--- src/rtl/tcg_pkg.sv ---
package tcg_pkg;

  typedef enum logic [1:0] {
    GATE_AND  = 2'b00,
    GATE_OR   = 2'b01,
    GATE_NAND = 2'b10,
    GATE_NOR  = 2'b11
  } gateKind_t;

  localparam logic [1:0] TV_ZERO = 2'b00;
  localparam logic [1:0] TV_ONE  = 2'b11;
  localparam logic [1:0] TV_UNK  = 2'b01;
  localparam logic [1:0] TV_BAD  = 2'b10;

  // strobes from control to datapath
  typedef struct packed {
    logic take;   // an event was accepted this cycle
    logic ctlDn;  // one input leaves the controlling tally
    logic ctlUp;  // one input joins the controlling tally
    logic unkDn;  // one input leaves the unknown tally
    logic unkUp;  // one input joins the unknown tally
    logic bad;    // accepted event is illegal
  } tallyStrobe_t;

  function automatic logic ctlBitOf(gateKind_t g);
    return (g == GATE_OR) || (g == GATE_NOR);
  endfunction

  function automatic logic invBitOf(gateKind_t g);
    return (g == GATE_NAND) || (g == GATE_NOR);
  endfunction

endpackage

--- src/rtl/tcg_ctrl.sv ---
module tcg_ctrl
  import tcg_pkg::*;
#(
  parameter int NUM_IN = 6,
  parameter int IDX_W  = 3
) (
  input  logic             clk,
  input  logic             rstN,
  input  logic             evValid,
  input  logic [IDX_W-1:0] evIdx,
  input  logic [1:0]       evOld,
  input  logic [1:0]       evNew,
  input  logic [1:0]       ctlCode,
  output logic             evReady,
  output tallyStrobe_t     strobe
);

  logic readyReg;
  logic take;
  logic legal;
  logic moves;

  always_ff @(posedge clk) begin
    if (!rstN) readyReg <= 1'b0;
    else       readyReg <= 1'b1;
  end

  assign evReady = readyReg;
  assign take    = evValid && readyReg;

  always_comb begin
    legal = (evOld != TV_BAD) && (evNew != TV_BAD) && (int'(evIdx) < NUM_IN);
    moves = take && legal && (evOld != evNew);
    strobe.take  = take;
    strobe.bad   = take && !legal;
    strobe.ctlDn = moves && (evOld == ctlCode);
    strobe.ctlUp = moves && (evNew == ctlCode);
    strobe.unkDn = moves && (evOld == TV_UNK);
    strobe.unkUp = moves && (evNew == TV_UNK);
  end

endmodule

--- src/rtl/tcg_eval.sv ---
module tcg_eval
  import tcg_pkg::*;
#(
  parameter int CNT_W = 3
) (
  input  gateKind_t        gate,
  input  logic [CNT_W-1:0] ctlCnt,
  input  logic [CNT_W-1:0] unkCnt,
  output logic [1:0]       result
);

  logic forced;

  always_comb begin
    forced = ctlBitOf(gate) ^ invBitOf(gate);
    if (ctlCnt != '0)      result = {2{forced}};
    else if (unkCnt != '0) result = TV_UNK;
    else                   result = {2{~forced}};
  end

endmodule

--- src/rtl/tcg_datapath.sv ---
module tcg_datapath
  import tcg_pkg::*;
#(
  parameter int NUM_IN = 6,
  parameter int CNT_W  = 3
) (
  input  logic         clk,
  input  logic         rstN,
  input  logic [1:0]   cfgGate,
  input  tallyStrobe_t strobe,
  output logic [1:0]   ctlCode,
  output logic [1:0]   outVal,
  output logic         outChanged,
  output logic         codeErr
);

  gateKind_t        gateReg;
  logic [CNT_W-1:0] ctlCnt, unkCnt;
  logic [CNT_W-1:0] ctlNext, unkNext;
  logic [1:0]       nextOut;

  always_ff @(posedge clk) begin
    if (!rstN) gateReg <= gateKind_t'(cfgGate);
  end

  assign ctlCode = ctlBitOf(gateReg) ? TV_ONE : TV_ZERO;

  always_comb begin
    ctlNext = ctlCnt + CNT_W'(strobe.ctlUp) - CNT_W'(strobe.ctlDn);
    unkNext = unkCnt + CNT_W'(strobe.unkUp) - CNT_W'(strobe.unkDn);
  end

  tcg_eval #(.CNT_W(CNT_W)) u_eval (
    .gate  (gateReg),
    .ctlCnt(ctlNext),
    .unkCnt(unkNext),
    .result(nextOut)
  );

  always_ff @(posedge clk) begin
    if (!rstN) begin
      ctlCnt     <= '0;
      unkCnt     <= CNT_W'(NUM_IN);
      outVal     <= TV_UNK;
      outChanged <= 1'b0;
      codeErr    <= 1'b0;
    end else begin
      ctlCnt     <= ctlNext;
      unkCnt     <= unkNext;
      outVal     <= nextOut;
      outChanged <= strobe.take && (nextOut != outVal);
      codeErr    <= strobe.bad;
    end
  end

endmodule

--- src/rtl/ternary_count_gate.sv ---
module ternary_count_gate
  import tcg_pkg::*;
#(
  parameter int NUM_IN = 6,
  localparam int IDX_W = (NUM_IN > 1) ? $clog2(NUM_IN) : 1,
  localparam int CNT_W = $clog2(NUM_IN + 1)
) (
  input  logic             clk,
  input  logic             rstN,
  input  logic [1:0]       cfgGate,
  input  logic             evValid,
  output logic             evReady,
  input  logic [IDX_W-1:0] evIdx,
  input  logic [1:0]       evOld,
  input  logic [1:0]       evNew,
  output logic [1:0]       outVal,
  output logic             outChanged,
  output logic             codeErr
);

  tallyStrobe_t strobe;
  logic [1:0]   ctlCode;

  tcg_ctrl #(.NUM_IN(NUM_IN), .IDX_W(IDX_W)) u_ctrl (
    .clk    (clk),
    .rstN   (rstN),
    .evValid(evValid),
    .evIdx  (evIdx),
    .evOld  (evOld),
    .evNew  (evNew),
    .ctlCode(ctlCode),
    .evReady(evReady),
    .strobe (strobe)
  );

  tcg_datapath #(.NUM_IN(NUM_IN), .CNT_W(CNT_W)) u_dp (
    .clk       (clk),
    .rstN      (rstN),
    .cfgGate   (cfgGate),
    .strobe    (strobe),
    .ctlCode   (ctlCode),
    .outVal    (outVal),
    .outChanged(outChanged),
    .codeErr   (codeErr)
  );

endmodule

--- config.mk ---
export PLATFORM = sky130hd
export DESIGN_NAME = ternary_count_gate
export DESIGN_NICKNAME = d
export VERILOG_FILES = /design/src/rtl/tcg_pkg.sv /design/src/rtl/tcg_ctrl.sv /design/src/rtl/tcg_eval.sv /design/src/rtl/tcg_datapath.sv /design/src/rtl/ternary_count_gate.sv
export SDC_FILE = /design/constraint.sdc
export NUM_CORES = 1
export LEC_CHECK = 0
export ABC_CLOCK_PERIOD_IN_PS = 6100
export BUFFER_PORTS_ARGS = -buffer_cell sky130_fd_sc_hd__buf_2
export CORE_MARGIN = 4
export CORE_UTILIZATION = 55
export DETAILED_ROUTE_END_ITERATION = 7
export GPL_ROUTABILITY_DRIVEN = 1
export HOLD_SLACK_MARGIN = 0.02
export PLACE_DENSITY = 0.87
export SYNTH_ARGS = -nofsm -noshare
export SYNTH_HDL_FRONTEND = slang
export SYNTH_SLANG_ARGS = --single-unit
--- constraint.sdc ---
create_clock -name clk -period 6.1 [get_ports clk]
set_input_delay 0.915 -clock clk [delete_from_list [all_inputs] [get_ports clk]]
set_output_delay 0.915 -clock clk [all_outputs]
set_load 0.01 [all_outputs]
==> results of run 1 <==
metal layers:
layer  share of wire, %  wire, um
met5                  0         0
met4               0.70        10
met3                7.2       102
met2                 50       714
met1                 42       597
sequential cells by signal, indices dropped and copies added (netlist names):
signal and count:
u_dp.ctlCnt 3, u_dp.unkCnt 3, u_dp.gateReg 2, u_dp.outVal 2
u_ctrl.evReady 1, u_dp.codeErr 1, u_dp.outChanged 1
cell type report:
type | instances | area (sq um) | share of cell area (%)
timing repair buffer | 15 | 75.1 | 8.58
tap | 15 | 18.8 | 2.15
inverter | 12 | 45.0 | 5.15
multi-input combinational | 49 | 429 | 49.1
sequential | 13 | 280 | 32.0
clock buffer | 4 | 26.3 | 3.00
power breakdown:
group | switching (mW) | internal, mW | total [mW] | leakage (nW)
Combinational | 0.0194 | 0.0170 | 0.0364 | 0.325
Sequential | 0.00282 | 0.0919 | 0.0947 | 0.109
Clock | 0.0263 | 0.0252 | 0.0515 | 0.0150
Total | 0.0486 | 0.134 | 0.183 | 0.449
kinds of logic (layout without fill, tap and decap cells):
logic type | count (synthesis) | in the layout
adder cells (fa/ha/maj) | 8 | 8
AO/OA/AOI/OAI | 11 | 11
flip-flops | 13 | 13
buffers and inverters | 12 | 31
AND/OR/NAND/NOR | 27 | 27
XOR/XNOR | 3 | 3
how the worst max path moves through the flow:
stage	slack [ps]	to
global placement	2580	u_dp.outChanged$_SDFF_PN0_
finish	2770	u_dp.outChanged$_SDFF_PN0_
detailed placement	2500	u_dp.outChanged$_SDFF_PN0_
CTS	2790	u_dp.outChanged$_SDFF_PN0_
global route	2600	u_dp.outChanged$_SDFF_PN0_
floorplan	2820	u_dp.outChanged$_SDFF_PN0_
worst max-delay path, cell delays in order:
cell and delay [ps]:
buf_2 120, or4_1 520, a21oi_1 170, ha_1 140, inv_1 40, ha_1 210, fa_1 360, xnor3_1 400
nor3_2 310, a41o_2 260, a21oi_1 40
cells in the final DEF (no fill, tap or decap), drive strengths merged:
master	netlist	routed
a211oi	1	1
a21oi	3	3
a31oi	1	1
a41o	1	1
and2	5	5
buf	0	15
clkbuf	0	4
dfxtp	11	11
edfxtp	2	2
fa	2	2
ha	6	6
inv	12	12
nand2	4	4
nand2b	4	4
nand3	1	1
nand4	1	1
nand4b	1	1
nor2	4	4
nor2b	1	1
nor3	1	1
nor3b	2	2
o211ai	2	2
o21ai	1	1
o221ai	2	2
or2	1	1
or4	2	2
xnor2	1	1
xnor3	1	1
xor3	1	1
per-stage QoR:
step                utilization [%]  total power, mW  instances
floorplan                         -            0.121         74
global placement               65.2            0.131        104
detailed placement             65.2            0.133        104
global route                   67.2            0.193        108
finish                         67.2            0.183        108
CTS                            67.2            0.185        108
==> key figures, run 1 <==
Outcome
  • Status: completed

CTS
  • Max Root-Sink Buffers: 2
  • Clock Pin Slew Worst Setup and Hold Paths: 80 ps
  • # resized after CTS: 0
  • # Post-CTS Setup Buffers: 0
  • Number of H-tree levels: 1
  • CTS buffer count: 3
  • CTS tree: yes
  • Clk sink count: 13
  • CTS Root Cell: clkbuf_4
  • Worst-Skew Late Latency: 260 ps
  • CTS Hold Buffers Added: 0

Timing
  • Tightest Pin Transition: 372 ps
  • Layout Skew: 1.35 ps
  • Worst slew margin: 75.1%
  • Min Tclk post-route: 3330 ps
  • Setup TNS: 0 ps
  • Fin. max-slew vios: 0
  • Smallest hold slack: 536 ps
  • Achievable frequency: 300 MHz
  • Setup-failing EPs final: 0
  • Final period util: 54.6%
  • Fin. Hold Viols: 0
  • RSZ-0062 raised after global routing: false
  • Final Worst Setup Slack: 2770 ps

Synthesis
  • Synthesized Nets: 94
  • Post-Synth XOR/XNOR Area: 7.46%
  • Post-synth top cells: inv_1 (12), dfxtp_1 (11), ha_1 (6)
  • Post-synthesis mux area share: 0%
  • Netlist cell types: 29
  • Yosys top cell by area: dfxtp_1
  • Largest family of logic cells by synthesized area: simple AND/OR/NAND/NOR gates
  • Synth Instances: 74
  • Synth Area in Simple Gates: 23.2%
  • Seq/Total Area, Yosys: 37.1%
  • Compound-Gate Fraction of Synth Area: 10.9%
  • YS warnings: 0
  • Post-Synth Adder-Cell Area: 15.3%
  • Syn avg cell area: 10.2 sq um
  • FFs w/ async S/R, synth: 0%
  • Yosys reg bits: 13
  • Yosys top cell area share: 29.2%
  • Area of the mapped netlist: 754 sq um
  • Synth top area cells: dfxtp_1 (29%), ha_1 (10%), edfxtp_1 (8.0%)
  • Most common cell in the netlist: inv_1
  • Synth Flop Type: dfxtp_1
  • Number of synthesized flops with an enable pin: 2

Die
  • Die X-Extent: 45.0 um
  • Num rows: 13
  • Core area: 0.00130 sq mm
  • I/O pins: 17
  • Initial Util: 58.0%
  • Die Span Y: 45.0 um
  • Die Area: 0.00203 sq mm

Final layout
  • Share of cells above drive strength 1: 26.9%
  • Area delta synth->final: 15.9%
  • Final nets: 114
  • Layout fillers: 114
  • Diodes inserted: 0
  • Post-route cell area: 875 sq um

Worst setup path
  • Worst reg2reg path depth: 11
  • Worst setup startpoint: evOld[0]
  • Critical path endpoint category: flop
  • Flop-to-flop setup slack: 2930 ps
  • Crit Reg-Reg Startpoint: u_dp.gateReg[0]$_DFFE_PN_
  • Arrival @ worst endpoint: 3480 ps
  • Startpoint types: input port
  • CP required: 6250 ps
  • Worst r2r dst: u_dp.outChanged$_SDFF_PN0_
  • Crit-path max FO: 5
  • Crit Path Class: input port to flop

Drt
  • Antenna Violating Nets Remaining: 0
  • Routed vias: 586
  • Pre-antenna DRT Iters: 4
  • Routed len/inst: 13.2 um
  • DRC viols: 0
  • Detailed Route Iter0 Violations: 14
  • Vias per std cell: 5.43
  • WL final: 1.42 mm

Placed design
  • Post-placement cell area: 848 sq um
  • PortBufs: 15
  • RePlAce Congestion: 0.727
  • Hpwl dp: 1.16 mm
  • Placement Setup Slack: 2500 ps

Power and ir drop
  • Power per Cell Area: 209 mW/mm^2
  • LEAKAGE: 0.449 nW
  • IR drop worst, VDD: 0.000164 V

Global route
  • Met2 Use GR: 26.8%
  • GRT Max-Usage Layer: met2
  • Aggregate global routing overflow: 0
  • GRT Resource Usage Total: 16.2%
  • First-pass GRT wire length: 2.36 mm
  • Largest net degree at the start of global routing: 11
  • Met3 Track Usage GR: 2.79%
  • Met1 Track Usage GR: 20.5%
  • Vias in the first global route: 544
  • Initial antenna violation count: 0

Min path
  • HP Start: u_ctrl.evReady$_DFF_P_
  • Hold Path Cell Cnt: 2
  • Hold Path End: u_dp.codeErr$_SDFF_PN0_
  • Min-Delay Path Class: flop to flop

Job
  • Max-cap violation count: 0
Power figures use the tool's default switching activity.
==> run 2: changes to the inputs <==
- ABC_CLOCK_PERIOD_IN_PS: 6100 -> 2700
- CORE_UTILIZATION: 55 -> 46
- PLACE_DENSITY: 0.87 -> 0.78
- clock period: 6.1 -> 2.7 ns (I/O delays scaled with it)
==> key figures, run 2 (synthesized netlist as in run 1, its figures left out) <==
Drt
  • Vias per std cell: 5.18 (-4.5%)
  • Detailed Route Iter0 Violations: 2 (-12)
  • DRC viols: 0 (unchanged)
  • WL final: 1.42 mm (about the same)
  • Pre-antenna DRT Iters: 4 (unchanged)
  • Routed len/inst: 12.2 um (-7.8%)
  • Antenna Violating Nets Remaining: 0 (unchanged)
  • Routed vias: 606 (+3.4%)

Die
  • Core area: 0.00152 sq mm (+17%)
  • Die Span Y: 48.5 um (+7.7%)
  • Die X-Extent: 48.5 um (+7.7%)
  • Die Area: 0.00235 sq mm (+16%)
  • Num rows: 14 (+1)
  • I/O pins: 17 (unchanged)
  • Initial Util: 49.5% (-8.5 points)

Final layout
  • Diodes inserted: 0 (unchanged)
  • Leading cell types in the layout, fill and taps excluded: buf_2 (15), inv_1 (12), dfxtp_1 (11), buf_4 (8)
  • Most common cell after layout, fill and taps aside: buf_2
  • Util after Layout: 63.9% (-3.3 points)
  • Layout fillers: 123 (+7.9%)
  • Fin cells: 117 (+8.3%)
  • Final nets: 122 (+7.0%)
  • Area delta synth->final: 29.0%
  • Top Registers: u_dp.ctlCnt x3, u_dp.unkCnt x3
  • Post-route cell area: 973 sq um (+11%)
  • Share of cells above drive strength 1: 40.6% (+14 points)

Outcome
  • Failing checks: negative setup slack
  • Status: finished with violations

Worst setup path
  • CP top delay family: adder cells
  • CP most frequent cell: ha_2
  • Crit-path slowest cell: or4_4
  • Worst Path Buf+Inv: 1 (-1)
  • CP required: 2860 ps (-3390 ps)
  • Arrival @ worst endpoint: 2980 ps (-500 ps)
  • Critical path endpoint category: flop
  • Crit Path Class: flop to flop
  • CP max stage delay: 480 ps (-40 ps)
  • Flop-to-flop setup slack: -120 ps (-3050 ps)
  • Startpoint types: flop
  • Crit-path max FO: 4 (-1)
  • Worst-path cell chain: ha_2 -> or4_4 -> a21oi_2 -> ha_1 -> inv_1 -> ha_2 -> fa_2 -> nor2_4 -> nand4b_4 -> o221ai_2 -> a21oi_1

Power and ir drop
  • Gate power share: 24.1% (+4.2 points)
  • Switch Pwr: 118 uW (+140%)
  • Internal power: 321 uW (+140%)
  • LEAKAGE: 0.495 nW (+10%)
  • Switch share: 26.8% (+0.26 points)
  • IR drop worst, VDD: 0.000312 V (+90%)
  • Sequential power share: 48.7% (-3.1 points)
  • Clock power share: 27.2% (-1.0 points)
  • Power per Cell Area: 450 mW/mm^2 (+120%)

Timing
  • Final Worst Setup Slack: -116 ps (-2880 ps)
  • Setup-failing EPs final: 3 (+3)
  • Final period util: 104%
  • Worst slew margin: 82.7% (+7.7 points)
  • Layout Skew: 6.18 ps (+4.82 ps)
  • Smallest hold slack: 303 ps (-232 ps)
  • Achievable frequency: 355 MHz
  • Fin. max-slew vios: 0 (unchanged)
  • Fin. Hold Viols: 0 (unchanged)
  • RSZ-0062 raised after global routing: true
  • Min Tclk post-route: 2820 ps
  • Tightest Pin Transition: 258 ps (-114 ps)

Global route
  • Largest net degree at the start of global routing: 11 (unchanged)
  • GRT Resource Usage Total: 14.2% (-2.0 points)
  • Vias in the first global route: 662 (+22%)
  • First-pass GRT wire length: 2.68 mm (+14%)
  • Initial antenna violation count: 0 (unchanged)
  • Aggregate global routing overflow: 0 (unchanged)

CTS
  • Worst-Skew Late Latency: 270 ps (about the same)
  • Clk sink count: 13 (unchanged)
  • Clock Pin Slew Worst Setup and Hold Paths: 80 ps (about the same)
  • CTS tree: yes
  • Number of H-tree levels: 1 (unchanged)
  • CTS Hold Buffers Added: 0 (unchanged)
  • Max Root-Sink Buffers: 2 (unchanged)
  • CTS buffer count: 3 (unchanged)
  • CTS Root Cell: clkbuf_4
  • # Post-CTS Setup Buffers: 0 (unchanged)

Min path
  • Min-Delay Path Class: input port to flop

Placed design
  • RePlAce Congestion: 0.871 (+20%)
  • # placed instances: 113 (+8.7%)
  • PortBufs: 15 (unchanged)
  • Post-placement cell area: 933 sq um (+10%)
  • Hpwl dp: 1.18 mm (+1.9%)

Job
  • Max-cap violation count: 0 (unchanged)
run 2: final timing paths:
path,end,depth (start not counted),startpoint
worst min register to register,u_dp.codeErr$_SDFF_PN0_,2,u_ctrl.evReady$_DFF_P_
worst max-delay path,u_dp.outChanged$_SDFF_PN0_,11,u_dp.gateReg[0]$_DFFE_PN_
worst max register to register,u_dp.outChanged$_SDFF_PN0_,11,u_dp.gateReg[0]$_DFFE_PN_
worst min-delay path,u_dp.gateReg[0]$_DFFE_PN_,1,cfgGate[0]
run 2: final cells by class:
cell class / instances / area (sq um) / share of cell area (%)
sequential: 13 / 280 / 28.8
timing repair buffer: 23 / 135 / 13.9
inverter: 12 / 45.0 / 4.63
multi-input combinational: 49 / 467 / 47.9
clock buffer: 4 / 26.3 / 2.70
tap: 16 / 20.0 / 2.06
run 2: timing repair:
action | 4_1_cts | 5_1_grt
setup endpoints to repair | 3 | 3
resized for setup | 3 | 0
pin swaps | 2 | 0
cloned | 0 | 0
run 2: through the flow:
step | setup TNS (ps) | worst slack, ps | total power [mW]
floorplan | -10.5 | -10.5 | 0.282
global placement | -307 | -156 | 0.317
detailed placement | -588 | -263 | 0.321
CTS | -281 | -130 | 0.446
global route | -710 | -273 | 0.470
finish | -217 | -116 | 0.438
run 2: power groups by stage:
stage / clock (mW) / combinational (mW) / sequential (mW)
6_report: 0.119 / 0.106 / 0.214
4_1_cts: 0.125 / 0.107 / 0.214
2_1_floorplan: 0 / 0.0620 / 0.220
5_1_grt: 0.136 / 0.119 / 0.215
3_5_place_dp: 0 / 0.103 / 0.219
3_3_place_gp: 0 / 0.0989 / 0.218
run 2: per-layer routing:
metal  track usage, %  routed length [um]  share of wire (%)  up-vias
met5                0                   0                  0        -
met4             6.73                  17                1.2        0
met3             4.29                 127                8.9        4
met2             23.0                 726                 51       17
met1             17.0                 550                 39      277
li1                 -                   -                  -      308
==> run 3: changes to the inputs <==
- CORE_MARGIN: 4 -> default
- SYNTH_HIERARCHICAL: default -> 1
==> key figures, run 3 <==
Drt
  • DR top layer: met3
  • DRC viols: 0 (unchanged)
  • Antenna Violating Nets Remaining: 0 (unchanged)
  • WL final: 1.29 mm (-9.1%)
  • Met1 WL: 534 um (-2.9%)
  • Routed len/inst: 11.4 um (-5.9%)
  • Vias per std cell: 4.79 (-7.6%)
  • Routed vias: 541 (-11%)
  • Pre-antenna DRT Iters: 4 (unchanged)
  • Met3 WL: 34 um (-73%)
  • WL met2: 723 um (-0.41%)
  • Detailed Route Iter0 Violations: 6 (+4)

Placed design
  • # placed instances: 108 (-4.4%)
  • PortBufs: 15 (unchanged)
  • RePlAce Congestion: 0.740 (-15%)
  • Post-placement cell area: 931 sq um (-0.27%)
  • Hpwl dp: 1.04 mm (-12%)

Timing
  • Fin. max-slew vios: 0 (unchanged)
  • Achievable frequency: 341 MHz (-3.9%)
  • Smallest hold slack: 304 ps (+0.523 ps)
  • Final period util: 109% (+4.2 points)
  • Setup-failing EPs final: 3 (unchanged)
  • Setup TNS: -490 ps (-273 ps)
  • Final Worst Setup Slack: -230 ps (-114 ps)
  • Layout Skew: 2.79 ps (-3.38 ps)
  • RSZ-0062 raised after global routing: true
  • Worst slew margin: 74.5% (-8.2 points)
  • Min Tclk post-route: 2930 ps (+114 ps)
  • Fin. Hold Viols: 0 (unchanged)
  • Tightest Pin Transition: 381 ps (+123 ps)

Final layout
  • Final nets: 116 (-4.9%)
  • Area delta synth->final: 28.7%
  • Most common cell after layout, fill and taps aside: buf_2
  • Fin cells: 113 (-3.4%)
  • Util after Layout: 64.8% (+0.90 points)
  • Top Registers: u_dp/ctlCnt x3, u_dp/unkCnt x3
  • Diodes inserted: 0 (unchanged)
  • Post-route cell area: 987 sq um (+1.4%)
  • Share of cells above drive strength 1: 45.4% (+4.8 points)
  • Leading cell types in the layout, fill and taps excluded: buf_2 (15), inv_1 (11), dfxtp_1 (11), buf_4 (9), and2_1 (7)

Die
  • Die Area: 0.00183 sq mm (-22%)
  • Die X-Extent: 42.8 um (-12%)
  • Core area: 0.00152 sq mm (unchanged)
  • Initial Util: 50.3% (+0.82 points)
  • Num rows: 14 (unchanged)
  • I/O pins: 17 (unchanged)
  • Die Span Y: 42.8 um (-12%)

Worst setup path
  • Crit Path Class: flop to flop
  • CP required: 2860 ps (about the same)
  • Worst reg2reg path depth: 11 (unchanged)
  • Critical path endpoint category: flop
  • Arrival @ worst endpoint: 3090 ps (+110 ps)
  • Crit-path max FO: 4 (unchanged)
  • Startpoint types: flop

CTS
  • Worst-Skew Late Latency: 270 ps (about the same)
  • CTS Hold Buffers Added: 0 (unchanged)
  • Max Root-Sink Buffers: 2 (unchanged)
  • CTS buffer count: 3 (unchanged)
  • Clock Pin Slew Worst Setup and Hold Paths: 80 ps (about the same)
  • Clk sink count: 13 (unchanged)
  • CTS tree: yes
  • CTS Root Cell: clkbuf_4
  • Number of H-tree levels: 1 (unchanged)

Synthesis
  • Yosys top cell by area: dfxtp_1
  • Seq/Total Area, Yosys: 36.5% (-0.61 points)
  • Syn avg cell area: 10.5 sq um (+3.1%)
  • Post-synth top cells: dfxtp_1 (11), inv_1 (11), and2_1 (8)
  • Number of synthesized flops with an enable pin: 2 (unchanged)
  • YS warnings: 6 (+6)
  • Area of the mapped netlist: 767 sq um (+1.7%)
  • Yosys top cell area share: 28.7% (-0.48 points)
  • Synth top area cells: dfxtp_1 (29%), edfxtp_1 (7.8%), and2_1 (6.5%)
  • FFs w/ async S/R, synth: 0% (unchanged)
  • Synth Instances: 73 (-1.4%)
  • Synth Flop Type: dfxtp_1
  • Yosys reg bits: 13 (unchanged)
  • Netlist cell types: 25 (-14%)
  • Synthesized Nets: 91 (-3.2%)

Global route
  • First-pass GRT wire length: 2.16 mm (-20%)
  • Vias in the first global route: 517 (-22%)
  • GRT Resource Usage Total: 16.4% (+2.1 points)
  • Aggregate global routing overflow: 0 (unchanged)
  • Largest net degree at the start of global routing: 14 (+3)
  • Initial antenna violation count: 0 (unchanged)

Job
  • Max-cap violation count: 0 (unchanged)

Power and ir drop
  • Power per Cell Area: 454 mW/mm^2 (+0.70%)
  • IR drop worst, VDD: 0.000386 V (+24%)
  • LEAKAGE: 0.448 nW (-9.5%)

Min path
  • Min-Delay Path Class: input port to flop
  • Hold Path Cell Cnt: 1 (unchanged)

Outcome
  • Failing checks: negative setup slack
  • Status: finished with violations
run 3: cell count changes after synthesis, moves of 4 or more:
cell	before	now
xor2_1	0	5
nor2_1	4	0
and2_1	3	8
xnor2_1	1	5
run 3: worst max-delay path, cell delays in order (launching register included):
cell and delay (ps):
edfxtp_1 480, xor2_1 190, nor4_2 210, ha_1 270
inv_1 60, ha_2 170, fa_1 430, or3_4 410
buf_4 150, mux2i_2 220, xnor2_1 150, a21oi_1 80
run 3: cell type report:
type                            count  area (sq um)
Tap cell                           16          20.0
Clock buffer                        4          26.3
Inverter                           11          41.3
Fill cell                         127           537
Timing Repair Buffer               24           143
Sequential cell                    13           280
Multi-Input combinational cell     45           477
run 3: timing repair:
action / CTS / global route
setup endpoints to repair: 3 / 3
gates resized for setup: 4 / 1
setup buffers: 0 / 1
run 3: final timing paths:
| path | from | to | slack (ps) |
|---|---|---|---|
| max | u_dp/gateReg[0]$_DFFE_PN_ | u_dp/outChanged$_SDFF_PN0_ | -230 |
| min | cfgGate[1] | u_dp/gateReg[1]$_DFFE_PN_ | 300 |
| max reg2reg | u_dp/gateReg[0]$_DFFE_PN_ | u_dp/outChanged$_SDFF_PN0_ | -230 |
| min reg2reg | u_dp/unkCnt[2]$_SDFF_PN1_ | u_dp/unkCnt[2]$_SDFF_PN1_ | 540 |
run 3: kinds of logic (layout without fill, tap and decap cells):
group	count (synthesis)	after routing	synth area share, %
xor gates and xnor gates	11	11	14.4
buffers and inverters	15	39	8.32
and+or+nand+nor	23	23	22.5
DFF	13	13	36.5
adders and majority gates	6	6	11.7
AOI/OAI and AO/OA	2	2	1.79
muxes	3	3	4.73
run 3: stage by stage:
stage	setup slack [ps]	power, mW
6_report	-230	0.448
3_3_place_gp	-379	0.316
4_1_cts	-255	0.445
2_1_floorplan	-127	0.289
3_5_place_dp	-472	0.321
5_1_grt	-337	0.471
run 3: layer usage:
layer  up-vias  GRT usage, %
met4         0          3.75
met1       258          17.0
met2         6          30.3
li1        277             -
met3         0          6.38
met5         -             0
run 3: report_power, final:
part	leakage [nW]	internal (mW)	total, mW	switching (mW)
logic	0.324	0.0643	0.116	0.0519
clock network	0.0150	0.0572	0.117	0.0601
registers	0.109	0.208	0.214	0.00657
